### config.mk
export PLATFORM = sky130hd
export DESIGN_NAME = hib_pwr_ctrl
export DESIGN_NICKNAME = d
export VERILOG_FILES = /design/src/rtl/hib_pkg.sv /design/src/rtl/hib_wake_arb.sv /design/src/rtl/hib_seq.sv /design/src/rtl/hib_cause_reg.sv /design/src/rtl/hib_pwr_ctrl.sv
export SDC_FILE = /design/constraint.sdc
export NUM_CORES = 1
export LEC_CHECK = 0
export ABC_AREA = 1
export BUFFER_PORTS_ARGS = -buffer_cell sky130_fd_sc_hd__buf_2
export CAP_MARGIN = 20
export CORE_UTILIZATION = 40
export DETAILED_ROUTE_END_ITERATION = 12
export GPL_ROUTABILITY_DRIVEN = 0
export MAX_ROUTING_LAYER = met4
export PLACE_DENSITY = 0.8
export SETUP_SLACK_MARGIN = 0.05
export SLEW_MARGIN = 10
export SYNTH_ARGS = -nofsm -noshare
export SYNTH_HDL_FRONTEND = slang
export SYNTH_SLANG_ARGS = --single-unit
export TNS_END_PERCENT = 1
### constraint.sdc
create_clock -name clk -period 1.1 [get_ports clk]
set_input_delay 0.22 -clock clk [delete_from_list [all_inputs] [get_ports clk]]
set_output_delay 0.22 -clock clk [all_outputs]
set_load 0.005 [all_outputs]
### src/rtl/hib_pkg.sv
package hib_pkg;
   localparam int CTRL_W = 8;
   localparam int NSRC   = 4;

   localparam int SRC_PIN  = 0;
   localparam int SRC_RST  = 1;
   localparam int SRC_GPIO = 2;
   localparam int SRC_RTC  = 3;

   typedef enum logic {ST_RUN = 1'b0, ST_HIB = 1'b1} hib_state_e;

   typedef struct packed {
      logic lb_no_wake;
      logic lb_no_entry;
      logic en_rtc;
      logic en_gpio;
      logic en_rst;
      logic en_pin;
      logic hib_req;
      logic clk_en;
   } hib_ctrl_t;
endpackage

### src/rtl/hib_wake_arb.sv
module hib_wake_arb
   import hib_pkg::*;
#(
   parameter int GPIO_N = 4
) (
   input  logic [NSRC-1:0]   src_en,
   input  logic              wake_pin,
   input  logic              rst_pin,
   input  logic [GPIO_N-1:0] gpio_in,
   input  logic [GPIO_N-1:0] gpio_mask,
   input  logic              rtc_match,
   output logic [NSRC-1:0]   src_hit,
   output logic              any_hit
);
   logic gpio_any;

   generate
      if (GPIO_N == 1) begin : g_gpio_single
         assign gpio_any = gpio_in[0] & gpio_mask[0];
      end else begin : g_gpio_multi
         assign gpio_any = |(gpio_in & gpio_mask);
      end
   endgenerate

   always_comb begin
      src_hit           = '0;
      src_hit[SRC_PIN]  = wake_pin;
      src_hit[SRC_RST]  = rst_pin;
      src_hit[SRC_GPIO] = gpio_any;
      src_hit[SRC_RTC]  = rtc_match;
      src_hit           = src_hit & src_en;
   end

   assign any_hit = |src_hit;
endmodule

### src/rtl/hib_seq.sv
module hib_seq
   import hib_pkg::*;
(
   input  logic clk,
   input  logic rst_n,
   input  logic clk_en,
   input  logic hib_req,
   input  logic lb_no_entry,
   input  logic lb_no_wake,
   input  logic bat_low,
   input  logic main_loss,
   input  logic bat_valid,
   input  logic any_hit,
   output logic hib_o,
   output logic req_clr,
   output logic wake_take
);
   hib_state_e st_q, st_d;
   logic       sw_entry, loss_entry;

   assign sw_entry   = hib_req & ~(bat_low & lb_no_entry);
   assign loss_entry = main_loss & bat_valid;
   assign req_clr    = (st_q == ST_RUN) & clk_en & hib_req;
   assign wake_take  = (st_q == ST_HIB) & clk_en & any_hit & ~(bat_low & lb_no_wake);

   always_comb begin
      st_d = st_q;
      if (clk_en) begin
         unique case (st_q)
            ST_RUN: if (sw_entry || loss_entry) st_d = ST_HIB;
            ST_HIB: if (wake_take) st_d = ST_RUN;
            default: st_d = ST_RUN;
         endcase
      end
   end

   always_ff @(posedge clk or negedge rst_n) begin
      if (!rst_n) st_q <= ST_RUN;
      else        st_q <= st_d;
   end

   assign hib_o = (st_q == ST_HIB);
endmodule

### src/rtl/hib_cause_reg.sv
module hib_cause_reg #(
   parameter int NBITS = 4
) (
   input  logic             clk,
   input  logic             rst_n,
   input  logic             set_en,
   input  logic [NBITS-1:0] set_vec,
   input  logic             clr_wr,
   input  logic [NBITS-1:0] clr_vec,
   output logic [NBITS-1:0] cause
);
   logic [NBITS-1:0] set_m, clr_m;

   assign set_m = set_en ? set_vec : '0;
   assign clr_m = clr_wr ? clr_vec : '0;

   always_ff @(posedge clk or negedge rst_n) begin
      if (!rst_n) cause <= '0;
      else        cause <= (cause & ~clr_m) | set_m;
   end
endmodule

### src/rtl/hib_pwr_ctrl.sv
module hib_pwr_ctrl
   import hib_pkg::*;
#(
   parameter int GPIO_N = 4
) (
   input  logic              clk,
   input  logic              rst_n,
   input  logic              cfg_wr,
   input  logic [CTRL_W-1:0] cfg_wdata,
   input  logic [GPIO_N-1:0] gpio_wake_mask,
   input  logic              sts_clr_wr,
   input  logic [NSRC-1:0]   sts_clr_mask,
   input  logic              main_loss,
   input  logic              bat_valid,
   input  logic              bat_low,
   input  logic              wake_pin,
   input  logic              rst_pin,
   input  logic [GPIO_N-1:0] gpio_in,
   input  logic              rtc_match,
   output logic              hib_o,
   output logic              req_pending,
   output logic [NSRC-1:0]   wake_cause
);
   generate
      if (GPIO_N < 1 || GPIO_N > 32) begin : g_bad_gpio_n
         $error("hib_pwr_ctrl: GPIO_N must be within 1..32");
      end
   endgenerate

   hib_ctrl_t       ctrl_q;
   logic            req_clr, wake_take, any_hit;
   logic [NSRC-1:0] src_en, src_hit;

   always_ff @(posedge clk or negedge rst_n) begin
      if (!rst_n)       ctrl_q <= '0;
      else if (cfg_wr)  ctrl_q <= hib_ctrl_t'(cfg_wdata);
      else if (req_clr) ctrl_q.hib_req <= 1'b0;
   end

   assign src_en = {ctrl_q.en_rtc, ctrl_q.en_gpio, ctrl_q.en_rst, ctrl_q.en_pin};

   hib_wake_arb #(.GPIO_N(GPIO_N)) u_arb (
      .src_en   (src_en),
      .wake_pin (wake_pin),
      .rst_pin  (rst_pin),
      .gpio_in  (gpio_in),
      .gpio_mask(gpio_wake_mask),
      .rtc_match(rtc_match),
      .src_hit  (src_hit),
      .any_hit  (any_hit)
   );

   hib_seq u_seq (
      .clk        (clk),
      .rst_n      (rst_n),
      .clk_en     (ctrl_q.clk_en),
      .hib_req    (ctrl_q.hib_req),
      .lb_no_entry(ctrl_q.lb_no_entry),
      .lb_no_wake (ctrl_q.lb_no_wake),
      .bat_low    (bat_low),
      .main_loss  (main_loss),
      .bat_valid  (bat_valid),
      .any_hit    (any_hit),
      .hib_o      (hib_o),
      .req_clr    (req_clr),
      .wake_take  (wake_take)
   );

   hib_cause_reg #(.NBITS(NSRC)) u_cause (
      .clk    (clk),
      .rst_n  (rst_n),
      .set_en (wake_take),
      .set_vec(src_hit),
      .clr_wr (sts_clr_wr),
      .clr_vec(sts_clr_mask),
      .cause  (wake_cause)
   );

   assign req_pending = ctrl_q.hib_req;
endmodule

* Word level (Yosys, flattened, before mapping)
Cells that the tools add are included.
** Storage, ports and cells
- Bits in registers :: 13
- Input bits :: 30
- Output and inout bits :: 6
- Logic and storage cells :: 38
** Cells by class
- Mux-type cells :: 7
- Reductions and logical operators :: 4
- Bitwise operators :: 17
** Operator list (count)
- bitwise AND 4 bit :: 3
- bitwise AND 1 bit :: 9
- two-way mux 4 bit :: 2
- OR reduction 4 bit :: 2
- two-way mux 1 bit :: 4
- inverter 4 bit :: 1
- bitwise OR 4 bit :: 1
- inverter 1 bit :: 3
- case mux 1 bit (2 select lines) :: 1
- nonzero test 2 bit :: 1
- logical OR 1 bit :: 1

* Depth between registers and ports, before layout
Gate-level depths: netlist (run 1).
- Word-level depth :: 8
- Mapped depth :: 5

* Hierarchy
Synthesis (run 1) repeated with hierarchy kept, for this count alone.
** Second synthesis, totals
- Cell total of the unflattened synthesis :: 88
- Area total of the unflattened synthesis :: 631.9 um^2
** By module, submodules not included
- hib_pwr_ctrl :: cells each 34, times used 1, area an instance 314.1 um^2
- hib_cause_reg :: cells each 20, times used 1, area an instance 160.2 um^2
- hib_seq :: cells each 17, times used 1, area an instance 88.8 um^2
- hib_wake_arb :: cells each 17, times used 1, area an instance 68.8 um^2

* Worst setup path after synthesis (run 1)
No wires, ideal clock.
- Path kind :: reg-to-reg
- Start :: register u_seq.st_q (netlist: u_seq.hib_o)
- End :: register u_cause.cause[3]
- Clock period less this slack :: 0.797 ns
- Slack :: 0.303 ns
- Arrival :: 0.680 ns
- Stages on the path, launching flop included :: 5
- Required time :: 0.983 ns
- Setup time :: 0.117 ns
- Cell sequence :: dfrtp_1 > nand3_1 > inv_1 > nand3_1 > nand2_1
** Between the ends
- Cells in the longest elaborated chain, start to end :: 5
** RTL lines
- start: declaration :: line hib_seq.sv:18 : hib_state_e st_q, st_d;
- start signal: assignment :: line hib_seq.sv:39 : else st_q <= st_d;
- bitwise AND 1 bit (3 in a row) :: line hib_seq.sv:24 : assign wake_take = (st_q == ST_HIB) & clk_en & any_hit & ~(bat_low & lb_no_wake);
- two-way mux 4 bit :: line hib_cause_reg.sv:14 : assign set_m = set_en ? set_vec : '0;
- bitwise OR 4 bit :: line hib_cause_reg.sv:19 : else cause <= (cause & ~clr_m) | set_m;
- end signal: assignment :: line hib_cause_reg.sv:19
- end: declaration :: line hib_cause_reg.sv:10 : output logic [NBITS-1:0] cause
No other way between the ends.
A chain may end at the register's enable or synchronous reset.

* Worst setup path in the final report (run 1)
- Start :: register req_pending (netlist name)
- End :: output req_pending
** RTL lines
- end: declaration :: line hib_pwr_ctrl.sv:21 : output logic req_pending,
No word-level cell between the ends.

==> Flow_metrics.wiki, run 1 <==
{| class="wikitable"
! Metric !! Value
|-
| Total of fill cells in the finished design || 124
|-
| Fraction of final layout cells with drive strength greater than 1 || 37.7%
|-
| Setup skew after layout || 0.000294 ns
|-
| Sequential standard cell area || 325 sq um
|-
| Finished layout cell area || 817 sq um
|-
| Placed wire-length estimate || 989 um
|-
| Register clock-pin slew on the reported worst setup and hold paths || 0.07 ns
|-
| Final-report hold violation count || 0
|-
| Core area || 1320 sq um
|-
| Yosys top cell area share || 56.2%
|-
| Top area cells in the synthesized netlist || dfrtp_1, nand2_1, o21ai_0
|-
| Width of the chip || 40.1 um
|-
| Sequential share of the synthesized area || 56.2%
|-
| Async SR Flop Fraction || 100%
|-
| Max stage delay cell, worst path || dfrtp_1
|-
| PD cells || 1430 nW/um^2
|-
| Maximum number of pins on one net before global-route repair || 14
|-
| Signed area change from the synthesized netlist to the final layout || 41.0%
|-
| Kind of critical path || flip-flop to output pin
|-
| Initial drt markers || 9
|-
| Post-synth EDFFs || 0
|-
| IO Pins || 36
|-
| Post-Route WL || 1220 um
|-
| Kind of launch point of the worst setup path || flip-flop
|-
| Sum of overflow across all layers after global routing || 0
|-
| Worst max-slew margin expressed relative to the limit || 80.2%
|-
| H-tree lvl count || 1
|-
| Dominant cell by count in the synthesized netlist || nand2_1
|-
| Delay of the slowest cell on the worst path || 0.39 ns
|-
| Maximum buffer depth of the clock tree || 2
|-
| Total CTS buffers || 3
|-
| Instance count after placement with tap cells included || 122
|-
| CP arrival || 0.79 ns
|-
| Distinct cell type count after synthesis || 12
|-
| Synthesized area divided by synthesized cell count || 7.94 sq um
|-
| # clock sinks || 13
|-
| Remaining antenna violation count after routing || 0
|-
| Setup repair after global routing missed its margin || true
|-
| Max-cap check violation count || 0
|-
| Total global-route track usage || 19.4%
|-
| Total cell area at the placement stage || 766 sq um
|-
| Top delay family on crit path || flip-flops
|-
| Non-filler instance count after layout || 129
|-
| Count of nets after finishing || 145
|-
| Die Span Y || 40.1 um
|-
| Cells after Synth || 73
|-
| Dominant register cell in the synthesized netlist || dfrtp_1
|-
| Post-synthesis sequential element count || 13
|-
| Initial Util || 44.0%
|-
| Net count of the mapped netlist || 103
|-
| Total area of multi-input combinational cells || 235 sq um
|-
| Number of cells on the worst hold path || 3
|-
| Netlist Area Pre-Place || 579 sq um
|-
| Setup violations, final || 0
|-
| Total number of vias || 599
|-
| ANT cells || 0
|-
| Run status || finished clean
|-
| Peak clock frequency supported by timing || 992 MHz
|-
| First-pass GRT wire length || 1980 um
|-
| Cell count along the critical path || 1
|-
| Measured slew at the worst slew-check pin || 0.298 ns
|-
| Die area || 1600 sq um
|-
| Final slew viol count || 0
|-
| Via count of the first global-routing pass || 519
|-
| Maximum net fanout on the critical path || 3
|-
| Clock latency on the worst-skew pair || 0.27 ns
|-
| Minimum period implied by the final worst setup slack || 1.01 ns
|-
| # DRC || 0
|-
| Count of yosys warnings during synthesis || 0
|-
| Port buffer count || 35
|-
| Number of placement rows || 13
|-
| Kind of end point of the critical path || output pin
|-
| Worst endpoint required time || 0.88 ns
|-
| Post-DR vias/cell || 4.64
|-
| Cell type with the largest total area after synthesis || dfrtp_1
|-
| Root buf cell || clkbuf_4
|-
| Number of optimization iterations in the first detailed-route pass || 4
|-
| Buf/Inv on CP || 1
|-
| Worst VDD drop || 680 uV
|-
| Average wire per cell in the routed design || 9.47 um
|-
| Ranking of synthesized cells by instance count || nand2_1, dfrtp_1, o21ai_0, inv_1, nand3_1
|-
| Final clock period utilization by the worst path || 91.7%
|-
| Final worst setup slack || 0.0917 ns
|-
| Lkg Pwr || 0.488 nW
|-
| Crit-path cells || buf_2
|-
| R2r worst-path depth || 5
|-
| Pre-CTS setup slack || 0.225 ns
|-
| Path category of the worst min-delay check || input pin to flip-flop
|-
| Fin Setup TNS || 0 ns
|-
| Number of antenna violations at the first check in global routing || 0
|-
| CTS tree || built
|}
## kinds of logic after synthesis
group	Yosys count	synth area share, %
DFF	13	56.2
AOI/OAI and AO/OA	8	8.64
and+or+nand+nor	48	32.0
buffers and inverters	4	3.24
## metal layers
metal,global-route usage (%),wire [um]
met4,7.76,5
met5,-,0
met2,33.5,635
met1,21.1,512
met3,5.00,68
## cells in the final DEF (no fill, tap or decap)
cell           instances
buf_4                  2
o211ai_1               1
dlygate4sd3_1          1
o21ai_0                4
nand2_1               45
inv_1                  2
buf_2                 35
clkbuf_1               1
o21ai_2                1
a21oi_2                1
clkbuf_4               3
a21oi_1                1
dfrtp_1               13
inv_2                  1
and3_1                 1
nand3_1                2
## report_power, final
group | internal (mW) | leakage [nW] | switching (mW)
Clock | 0.140 | 0.0150 | 0.145
Combinational | 0.151 | 0.311 | 0.144
Sequential | 0.551 | 0.162 | 0.0393
## state kept, by name, indices dropped and copies added (netlist names)
name,cells
ctrl_q,7
req_pending,1
u_cause.cause,4
u_seq.hib_o,1
## path summary, 6_finish.rpt
check                                                 from                          to  slack [ns]
worst min register to register  u_cause.cause[3]$_DFF_PN0_  u_cause.cause[3]$_DFF_PN0_        0.48
max in group asynchronous                            rst_n       ctrl_q[5]$_DFFE_PN0P_        0.51
min in group asynchronous                            rst_n       ctrl_q[0]$_DFFE_PN0P_        0.37
worst max register to register     u_seq.hib_o$_DFFE_PN0P_  u_cause.cause[3]$_DFF_PN0_        0.15
worst min-delay path                          cfg_wdata[6]       ctrl_q[6]$_DFFE_PN0P_        0.14
worst max-delay path               req_pending$_DFFE_PN0P_                 req_pending        0.09
## through the flow
stage | utilization, % | total power, mW | hold WS [ns]
CTS | 61.4 | 1.18 | 0.135
global route | 62.0 | 1.27 | 0.141
detailed placement | 58.1 | 0.866 | 0.119
floorplan | - | 0.724 | -0.0756
finish | 62.0 | 1.17 | 0.144
global placement | 58.1 | 0.851 | 0.116
## layout make-up
class	count	share of cell area, %
flip-flops and latches	13	39.8
multi-input cells	56	28.8
repair buffers	38	24.5
clock buffers	4	3.22
well taps	15	2.30
inverters	3	1.38
## timing repair
item,in CTS,in global routing
hold buffers,1,0
buffers inserted,1,1
hold endpoints to repair,13,0
setup endpoints to repair,1,2
gates resized for setup,0,0
gates cloned,0,0
Note: power is estimated with default switching activity, not from simulation.
==> inputs of run 2 (changes only) <==
--- a/config.mk
+++ b/config.mk
@@ -6,13 +6,13 @@
 export NUM_CORES = 1
 export LEC_CHECK = 0
 export ABC_AREA = 1
-export BUFFER_PORTS_ARGS = -buffer_cell sky130_fd_sc_hd__buf_2
 export CAP_MARGIN = 20
 export CORE_UTILIZATION = 40
 export DETAILED_ROUTE_END_ITERATION = 12
+export DONT_BUFFER_PORTS = 1
 export GPL_ROUTABILITY_DRIVEN = 0
 export MAX_ROUTING_LAYER = met4
-export PLACE_DENSITY = 0.8
+export PLACE_DENSITY = 0.58
 export SETUP_SLACK_MARGIN = 0.05
 export SLEW_MARGIN = 10
 export SYNTH_ARGS = -nofsm -noshare
==> run 2 against run 1 <==
First-iteration DRC count is 22% higher. Fmax is 8.0% higher. Total power is 11% lower. Hold slack worse by 0.094 ns. Largest cell class unchanged. Highest routed layer unchanged.
==> Flow_metrics.wiki, run 2 (synthesis results as in run 1) <==
{| class="wikitable"
! Metric !! Value
|-
| ANT cells || 0 (unchanged)
|-
| H-tree lvl count || 1 (unchanged)
|-
| Comb pwr share || 13.1% (was 25.1%)
|-
| Maximum buffer depth of the clock tree || 2 (unchanged)
|-
| Register bank with the most flops || ctrl_q (unchanged)
|-
| Peak clock frequency supported by timing || 1070 MHz (was 992 MHz)
|-
| Final-report hold violation count || 0 (unchanged)
|-
| Number of antenna violations at the first check in global routing || 0 (unchanged)
|-
| Setup violations, final || 0 (unchanged)
|-
| Minimum period implied by the final worst setup slack || 0.934 ns (was 1.01 ns)
|-
| Non-filler instance count after layout || 92 (was 129)
|-
| Post-DR vias/cell || 5.09 (was 4.64)
|-
| Signed area change from the synthesized netlist to the final layout || 8.21% (was 41.0%)
|-
| Total CTS buffers || 3 (unchanged)
|-
| Final clock period utilization by the worst path || 84.9% (was 91.7%)
|-
| Port buffer count || 0 (was 35)
|-
| Average wire per cell in the routed design || 11.8 um (was 9.47 um)
|-
| Clock latency on the worst-skew pair || 0.27 ns (about the same)
|-
| Width of the chip || 40.1 um (unchanged)
|-
| Path category of the worst min-delay check || input pin to flip-flop (unchanged)
|-
| Via count of the first global-routing pass || 434 (was 519)
|-
| Worst hold slack || 0.0507 ns (was 0.144 ns)
|-
| Sum of overflow across all layers after global routing || 0 (unchanged)
|-
| Finished layout cell area || 627 sq um (was 817 sq um)
|-
| Fraction of final layout cells with drive strength greater than 1 || 7.79% (was 37.7%)
|-
| Core area || 1320 sq um (unchanged)
|-
| Total cell area at the placement stage || 591 sq um (was 766 sq um)
|-
| Kind of critical path || flip-flop to output pin (unchanged)
|-
| Lkg Pwr || 0.336 nW (was 0.488 nW)
|-
| Total number of vias || 468 (was 599)
|-
| Switching portion of total power || 28.4% (was 28.0%)
|-
| Initial Util || 44.0% (unchanged)
|-
| Worst VDD drop || 631 uV (was 680 uV)
|-
| Worst max-slew margin expressed relative to the limit || 62.3% (was 80.2%)
|-
| Fin Setup TNS || 0 ns (unchanged)
|-
| Max-cap check violation count || 0 (unchanged)
|-
| Share of power burned in the clock network || 28.1% (was 24.4%)
|-
| Flip-flop count of the largest register, all copies and words added || 7 (unchanged)
|-
| Placed wire-length estimate || 853 um (was 989 um)
|-
| Setup repair after global routing missed its margin || false (was true)
|-
| Post-Route WL || 1090 um (was 1220 um)
|-
| Measured slew at the worst slew-check pin || 0.563 ns (was 0.298 ns)
|-
| Final worst setup slack || 0.166 ns (was 0.0917 ns)
|-
| Register clock-pin slew on the reported worst setup and hold paths || 0.08 ns (was 0.07 ns)
|-
| Registers with the highest flip-flop counts || ctrl_q (7), u_cause.cause (4) (unchanged)
|-
| Kind of end point of the critical path || output pin (unchanged)
|-
| CP arrival || 0.71 ns (was 0.79 ns)
|-
| Portion of total power attributed to sequential cells || 58.8% (was 50.4%)
|-
| Minimum setup slack among reg-to-reg paths || 0.20 ns (was 0.15 ns)
|-
| Root buf cell || clkbuf_4 (unchanged)
|-
| PD cells || 1670 nW/um^2 (was 1430 nW/um^2)
|-
| Maximum number of pins on one net before global-route repair || 14 (unchanged)
|-
| Count of nets after finishing || 108 (was 145)
|-
| IO Pins || 36 (unchanged)
|-
| Instance count after placement with tap cells included || 87 (was 122)
|-
| Final slew viol count || 0 (unchanged)
|-
| Kind of launch point of the worst setup path || flip-flop (unchanged)
|-
| Number of optimization iterations in the first detailed-route pass || 4 (unchanged)
|-
| Die Span Y || 40.1 um (unchanged)
|-
| # clock sinks || 13 (unchanged)
|-
| Internal cell power || 0.750 mW (was 0.842 mW)
|-
| Total global-route track usage || 16.4% (was 19.4%)
|-
| CTS tree || built (unchanged)
|-
| Most used cells in the layout excluding fill and tap cells || nand2_1, dfrtp_1, o21ai_0 (was nand2_1, buf_2, dfrtp_1)
|-
| Setup skew after layout || 0.00567 ns (was 0.000294 ns)
|-
| Remaining antenna violation count after routing || 0 (unchanged)
|-
| # DRC || 0 (unchanged)
|-
| Maximum net fanout on the critical path || 4 (was 3)
|-
| Share of the core filled with cells in the final layout || 47.6% (was 62.0%)
|-
| First-pass GRT wire length || 1650 um (was 1980 um)
|-
| Most common library cell in the layout ignoring fill and taps || nand2_1 (unchanged)
|-
| Die area || 1600 sq um (unchanged)
|-
| Number of placement rows || 13 (unchanged)
|-
| Run status || finished clean (unchanged)
|-
| Worst endpoint required time || 0.88 ns (about the same)
|-
| Pre-CTS setup slack || 0.225 ns (about the same)
|-
| Switching power || 0.298 mW (was 0.328 mW)
|-
| Total chip power || 1.05 mW (was 1.17 mW)
|-
| Initial drt markers || 11 (was 9)
|}
-- run 2: changes by cell type in the layout (fill, tap and decap cells not counted) --
| cell | previous run | this run |
|---|---|---|
| buf_2 | 35 | 0 |
| buf_4 | 2 | 0 |
-- run 2: area by class of cell --
class | instances | area, sq um
Inverter | 3 | 11.3
Timing Repair Buffer | 1 | 10.0
Fill cell | 143 | 691
Clock buffer | 4 | 26.3
Sequential cell | 13 | 325
Multi-Input combinational cell | 56 | 235
Tap cell | 15 | 18.8
-- run 2: power groups by stage --
stage / clock [mW] / combinational (mW) / sequential [mW]
floorplan: 0 / 0.114 / 0.609
global placement: 0 / 0.127 / 0.625
detailed placement: 0 / 0.130 / 0.626
CTS: 0.309 / 0.142 / 0.617
global route: 0.322 / 0.163 / 0.628
finish: 0.294 / 0.137 / 0.616
-- run 2: path summary, 6_finish.rpt --
kind                                         startpoint                    endpoint  cells after the start
worst max-delay path            u_seq.hib_o$_DFFE_PN0P_                       hib_o                      0
worst min-delay path                             cfg_wr       ctrl_q[7]$_DFFE_PN0P_                      2
worst max register to register  u_seq.hib_o$_DFFE_PN0P_  u_cause.cause[3]$_DFF_PN0_                      4
worst min register to register    ctrl_q[2]$_DFFE_PN0P_       ctrl_q[2]$_DFFE_PN0P_                      2
max in group asynchronous                         rst_n     req_pending$_DFFE_PN0P_                      1
min in group asynchronous                         rst_n     u_seq.hib_o$_DFFE_PN0P_                      1
-- run 2: layer usage --
metal / up-vias / global-route usage [%] / part of all wire [%]
met5: - / - / 0
met4: 0 / 10.3 / 0.46
met3: 2 / 3.33 / 6.2
met2: 21 / 25.8 / 48
met1: 210 / 18.8 / 45
li1: 235 / - / -
-- run 2: repair_timing --
item / in CTS / in global routing
resized for setup: 0 / 0
buffers inserted: 0 / 0
hold endpoints to repair: 13 / 0
hold buffers: 1 / 0
==> inputs of run 3 (changes only) <==
--- a/config.mk
+++ b/config.mk
@@ -5,7 +5,7 @@
 export SDC_FILE = /design/constraint.sdc
 export NUM_CORES = 1
 export LEC_CHECK = 0
-export ABC_AREA = 1
+export ABC_AREA = 0
 export CAP_MARGIN = 20
 export CORE_UTILIZATION = 40
 export DETAILED_ROUTE_END_ITERATION = 12
==> constraint.sdc (replaced) <==
create_clock -name clk -period 0.89 [get_ports clk]
set_input_delay 0.178 -clock clk [delete_from_list [all_inputs] [get_ports clk]]
set_output_delay 0.178 -clock clk [all_outputs]
set_load 0.005 [all_outputs]
==> run 3 against run 2 <==
The flow now finishes with violations (hold timing, setup timing). Routed wire length is 8.4% higher. Global-route usage is 2.3 points higher. Synthesized area is 2.2% lower. Total power is 42% higher. Count of clock-buffer cells in the layout shrank 1. Register-to-register slack worse by 0.30 ns. Combinational power rose to 2.5 times the previous value. Core utilization rose by 6.6 points. Sequential share of layout area down 6.3 points. Design area up 14%. Critical endpoint is now u_seq.hib_o$_DFFE_PN0P_.
==> Flow_metrics.wiki, run 3 <==
{| class="wikitable"
! Metric !! Value
|-
| Number of antenna violations at the first check in global routing || 0 (unchanged)
|-
| Final slew viol count || 0 (unchanged)
|-
| Distinct cell type count after synthesis || 13 (was 12)
|-
| Clock latency on the worst-skew pair || 0.27 ns (about the same)
|-
| Total area of multi-input combinational cells || 256 sq um (was 235 sq um)
|-
| Final worst setup slack || -0.101 ns (was 0.166 ns)
|-
| Root buf cell || clkbuf_4 (unchanged)
|-
| Worst max-slew margin expressed relative to the limit || 61.1% (was 62.3%)
|-
| Post-synthesis sequential element count || 13 (unchanged)
|-
| Count of nets after finishing || 94 (was 108)
|-
| Sequential standard cell area || 325 sq um (unchanged)
|-
| R2r worst-path depth || 3 (was 4)
|-
| Minimum setup slack among reg-to-reg paths || -0.10 ns (was 0.20 ns)
|-
| Net count of the mapped netlist || 82 (was 103)
|-
| Minimum period implied by the final worst setup slack || 0.991 ns
|-
| Total CTS buffers || 3 (unchanged)
|-
| Flip-flop count of the largest register, all copies and words added || 7 (unchanged)
|-
| Kind of critical path || flip-flop to flip-flop (was flip-flop to output pin)
|-
| Max stage delay cell, worst path || dfrtp_1
|-
| Setup repair after global routing missed its margin || true (was false)
|-
| Maximum buffer depth of the clock tree || 2 (unchanged)
|-
| Via count of the first global-routing pass || 396 (was 434)
|-
| Cells after Synth || 52 (was 73)
|-
| Setup violations, final || 4 (was 0)
|-
| Setup skew after layout || 0.000682 ns (was 0.00567 ns)
|-
| Register clock-pin slew on the reported worst setup and hold paths || 0.08 ns (about the same)
|-
| Initial drt markers || 8 (was 11)
|-
| Sum of overflow across all layers after global routing || 0 (unchanged)
|-
| Signed area change from the synthesized netlist to the final layout || 25.8% (was 8.21%)
|-
| Post-DR vias/cell || 5.60 (was 5.09)
|-
| Worst endpoint required time || 1.06 ns (was 0.88 ns)
|-
| # DRC || 0 (unchanged)
|-
| Register bank with the most flops || ctrl_q (unchanged)
|-
| Kind of end point of the critical path || flip-flop (was output pin)
|-
| Initial Util || 43.0% (was 44.0%)
|-
| Worst hold slack || -0.0440 ns (was 0.0507 ns)
|-
| Average wire per cell in the routed design || 15.1 um (was 11.8 um)
|-
| # clock sinks || 13 (unchanged)
|-
| Final-report hold violation count || 13 (was 0)
|-
| ANT cells || 0 (unchanged)
|-
| Ranking of synthesized cells by instance count || nand2_1, dfrtp_1, mux2_2, o21ai_0, a22o_1 (was nand2_1, dfrtp_1, o21ai_0, inv_1, nand3_1)
|-
| Share of the core filled with cells in the final layout || 54.1% (was 47.6%)
|-
| Maximum number of pins on one net before global-route repair || 14 (unchanged)
|-
| Run status || finished with violations (was finished clean)
|-
| Worst VDD drop || 1120 uV (was 631 uV)
|-
| Reg2reg start || ctrl_q[5]$_DFFE_PN0P_ (was u_seq.hib_o$_DFFE_PN0P_)
|-
| Delay of the slowest cell on the worst path || 0.36 ns
|-
| Kind of launch point of the worst setup path || flip-flop (unchanged)
|-
| CTS tree || built (unchanged)
|-
| Top delay family on crit path || flip-flops
|-
| Port buffer count || 0 (unchanged)
|-
| Count of yosys warnings during synthesis || 0 (unchanged)
|-
| Netlist Area Pre-Place || 567 sq um (was 579 sq um)
|-
| Path category of the worst min-delay check || input pin to asynchronous set/reset pin (was input pin to flip-flop)
|-
| Number of optimization iterations in the first detailed-route pass || 4 (unchanged)
|-
| Core area || 1320 sq um (unchanged)
|-
| CP arrival || 1.16 ns (was 0.71 ns)
|-
| Yosys top cell area share || 57.4% (was 56.2%)
|-
| Buffer count from post-CTS setup fixing || 0 (unchanged)
|-
| Total chip power || 1.48 mW (was 1.05 mW)
|-
| Max-cap check violation count || 0 (unchanged)
|-
| Total global-route track usage || 18.7% (was 16.4%)
|-
| Most common library cell in the layout ignoring fill and taps || nand2_1 (unchanged)
|-
| Registers with the highest flip-flop counts || ctrl_q (7), u_cause.cause (4) (unchanged)
|-
| Lkg Pwr || 0.336 nW (about the same)
|-
| Die Span Y || 39.6 um (was 40.1 um)
|-
| Sequential share of the synthesized area || 57.4% (was 56.2%)
|-
| H-tree lvl count || 1 (unchanged)
|-
| Async SR Flop Fraction || 100% (unchanged)
|-
| Top area cells in the synthesized netlist || dfrtp_1, mux2_2, nand2_1 (was dfrtp_1, nand2_1, o21ai_0)
|-
| Violated checks || hold timing, setup timing
|-
| First-pass GRT wire length || 1750 um (was 1650 um)
|-
| Number of placement rows || 13 (unchanged)
|-
| Width of the chip || 39.6 um (was 40.1 um)
|-
| Crit-path cells || nand2_1 -> and3_1 -> o221a_2
|-
| Die area || 1570 sq um (was 1600 sq um)
|-
| Synthesized area divided by synthesized cell count || 10.9 sq um (was 7.94 sq um)
|-
| Post-Route WL || 1180 um (was 1090 um)
|-
| Peak clock frequency supported by timing || 1010 MHz
|-
| PD cells || 2080 nW/um^2 (was 1670 nW/um^2)
|-
| Remaining antenna violation count after routing || 0 (unchanged)
|-
| Dominant cell by count in the synthesized netlist || nand2_1 (unchanged)
|-
| Measured slew at the worst slew-check pin || 0.584 ns (was 0.563 ns)
|-
| Maximum net fanout on the critical path || 2 (was 4)
|-
| Fraction of final layout cells with drive strength greater than 1 || 36.5% (was 7.79%)
|-
| Cell type with the largest total area after synthesis || dfrtp_1 (unchanged)
|-
| Post-synth EDFFs || 0 (unchanged)
|-
| Buf/Inv on CP || 0
|-
| Dominant register cell in the synthesized netlist || dfrtp_1 (unchanged)
|-
| Most used cells in the layout excluding fill and tap cells || nand2_1, dfrtp_1, mux2_2 (was nand2_1, dfrtp_1, o21ai_0)
|-
| End of the worst register-to-register path || u_seq.hib_o$_DFFE_PN0P_ (was u_cause.cause[3]$_DFF_PN0_)
|-
| Placed wire-length estimate || 850 um (was 853 um)
|-
| Total number of vias || 437 (was 468)
|-
| Total of fill cells in the finished design || 133 (was 143)
|-
| Final clock period utilization by the worst path || 111%
|-
| IO Pins || 36 (unchanged)
|}
run 3: changes by cell type in the layout (fill, tap and decap cells not counted), moves of 2 or more:
cell     change
a22o_1       +2
nand2_1     -30
nand3_1      -2
mux2_2       +5
o21ai_0      -2
buf_6        +3
buf_4        +2
o21ai_1      +3
run 3: report_power, final:
part / total, mW / switching (mW) / internal, mW
clock: 0.369 / 0.202 / 0.167
sequential: 0.765 / 0.0710 / 0.694
combinational: 0.349 / 0.142 / 0.208
run 3: final cells by class:
cell class,count,share of cell area (%)
Tap cell,15,2.63
Clock inverter,1,0.702
Clock buffer,3,3.16
Inverter,1,0.526
Timing Repair Buffer,8,11.4
Multi-Input combinational cell,37,36.0
Sequential cell,13,45.6
run 3: routing by layer:
metal	part of all wire [%]	wire length, um	GRT usage (%)	vias up
met5	0	0	-	-
met2	50	592	29.5	25
li1	-	-	-	203
met4	1.0	12	7.76	0
met3	7.6	90	5.11	4
met1	41	485	22.4	205
run 3: what timing repair did:
action                     4_1_cts  5_1_grt
resized for setup               10        3
cloned                           0        0
pin swaps                        3        1
hold endpoints to repair        15        1
setup endpoints to repair       11       26
hold buffers                     2        1
run 3: logic make-up (layout without fill, tap and decap cells):
group                  count (synthesis)  in the layout  synth area share, %
flip-flops                            13             13                 57.4
buffers and inverters                  2             13                 1.54
AND/OR/NAND/NOR                       19             19                 13.5
multiplexers                           6              6                 11.9
AO/OA/AOI/OAI                         12             12                 15.7
run 3: worst reg2reg max path, cell delays in order (launching register included):
cell,delay [ns]
dfrtp_1,0.36
nand2_1,0.07
and3_1,0.18
o221a_2,0.27
run 3: worst max path at each step:
stage,from,endpoint,slack (ns),depth (start not counted)
finish,ctrl_q[5]$_DFFE_PN0P_,u_seq.hib_o$_DFFE_PN0P_,-0.10,3
global route,u_seq.hib_o$_DFFE_PN0P_,hib_o,-0.13,1
CTS,u_seq.hib_o$_DFFE_PN0P_,hib_o,-0.09,1
detailed placement,ctrl_q[2]$_DFFE_PN0P_,u_seq.hib_o$_DFFE_PN0P_,-0.09,3
global placement,ctrl_q[6]$_DFFE_PN0P_,u_seq.hib_o$_DFFE_PN0P_,-0.06,3
floorplan,req_pending$_DFFE_PN0P_,u_seq.hib_o$_DFFE_PN0P_,-0.06,3
run 3: metrics by stage:
stage	hold slack, ns	TNS [ns]	instance area, sq um	setup WS [ns]	cells
4_1_cts	0.0167	-0.266	697	-0.0938	77
6_report	-0.0440	-0.279	713	-0.101	78
5_1_grt	0.00495	-0.500	713	-0.131	78
3_5_place_dp	-0.117	-0.182	623	-0.0881	71
2_1_floorplan	-0.118	-0.0589	572	-0.0589	52
3_3_place_gp	-0.117	-0.0750	623	-0.0567	71
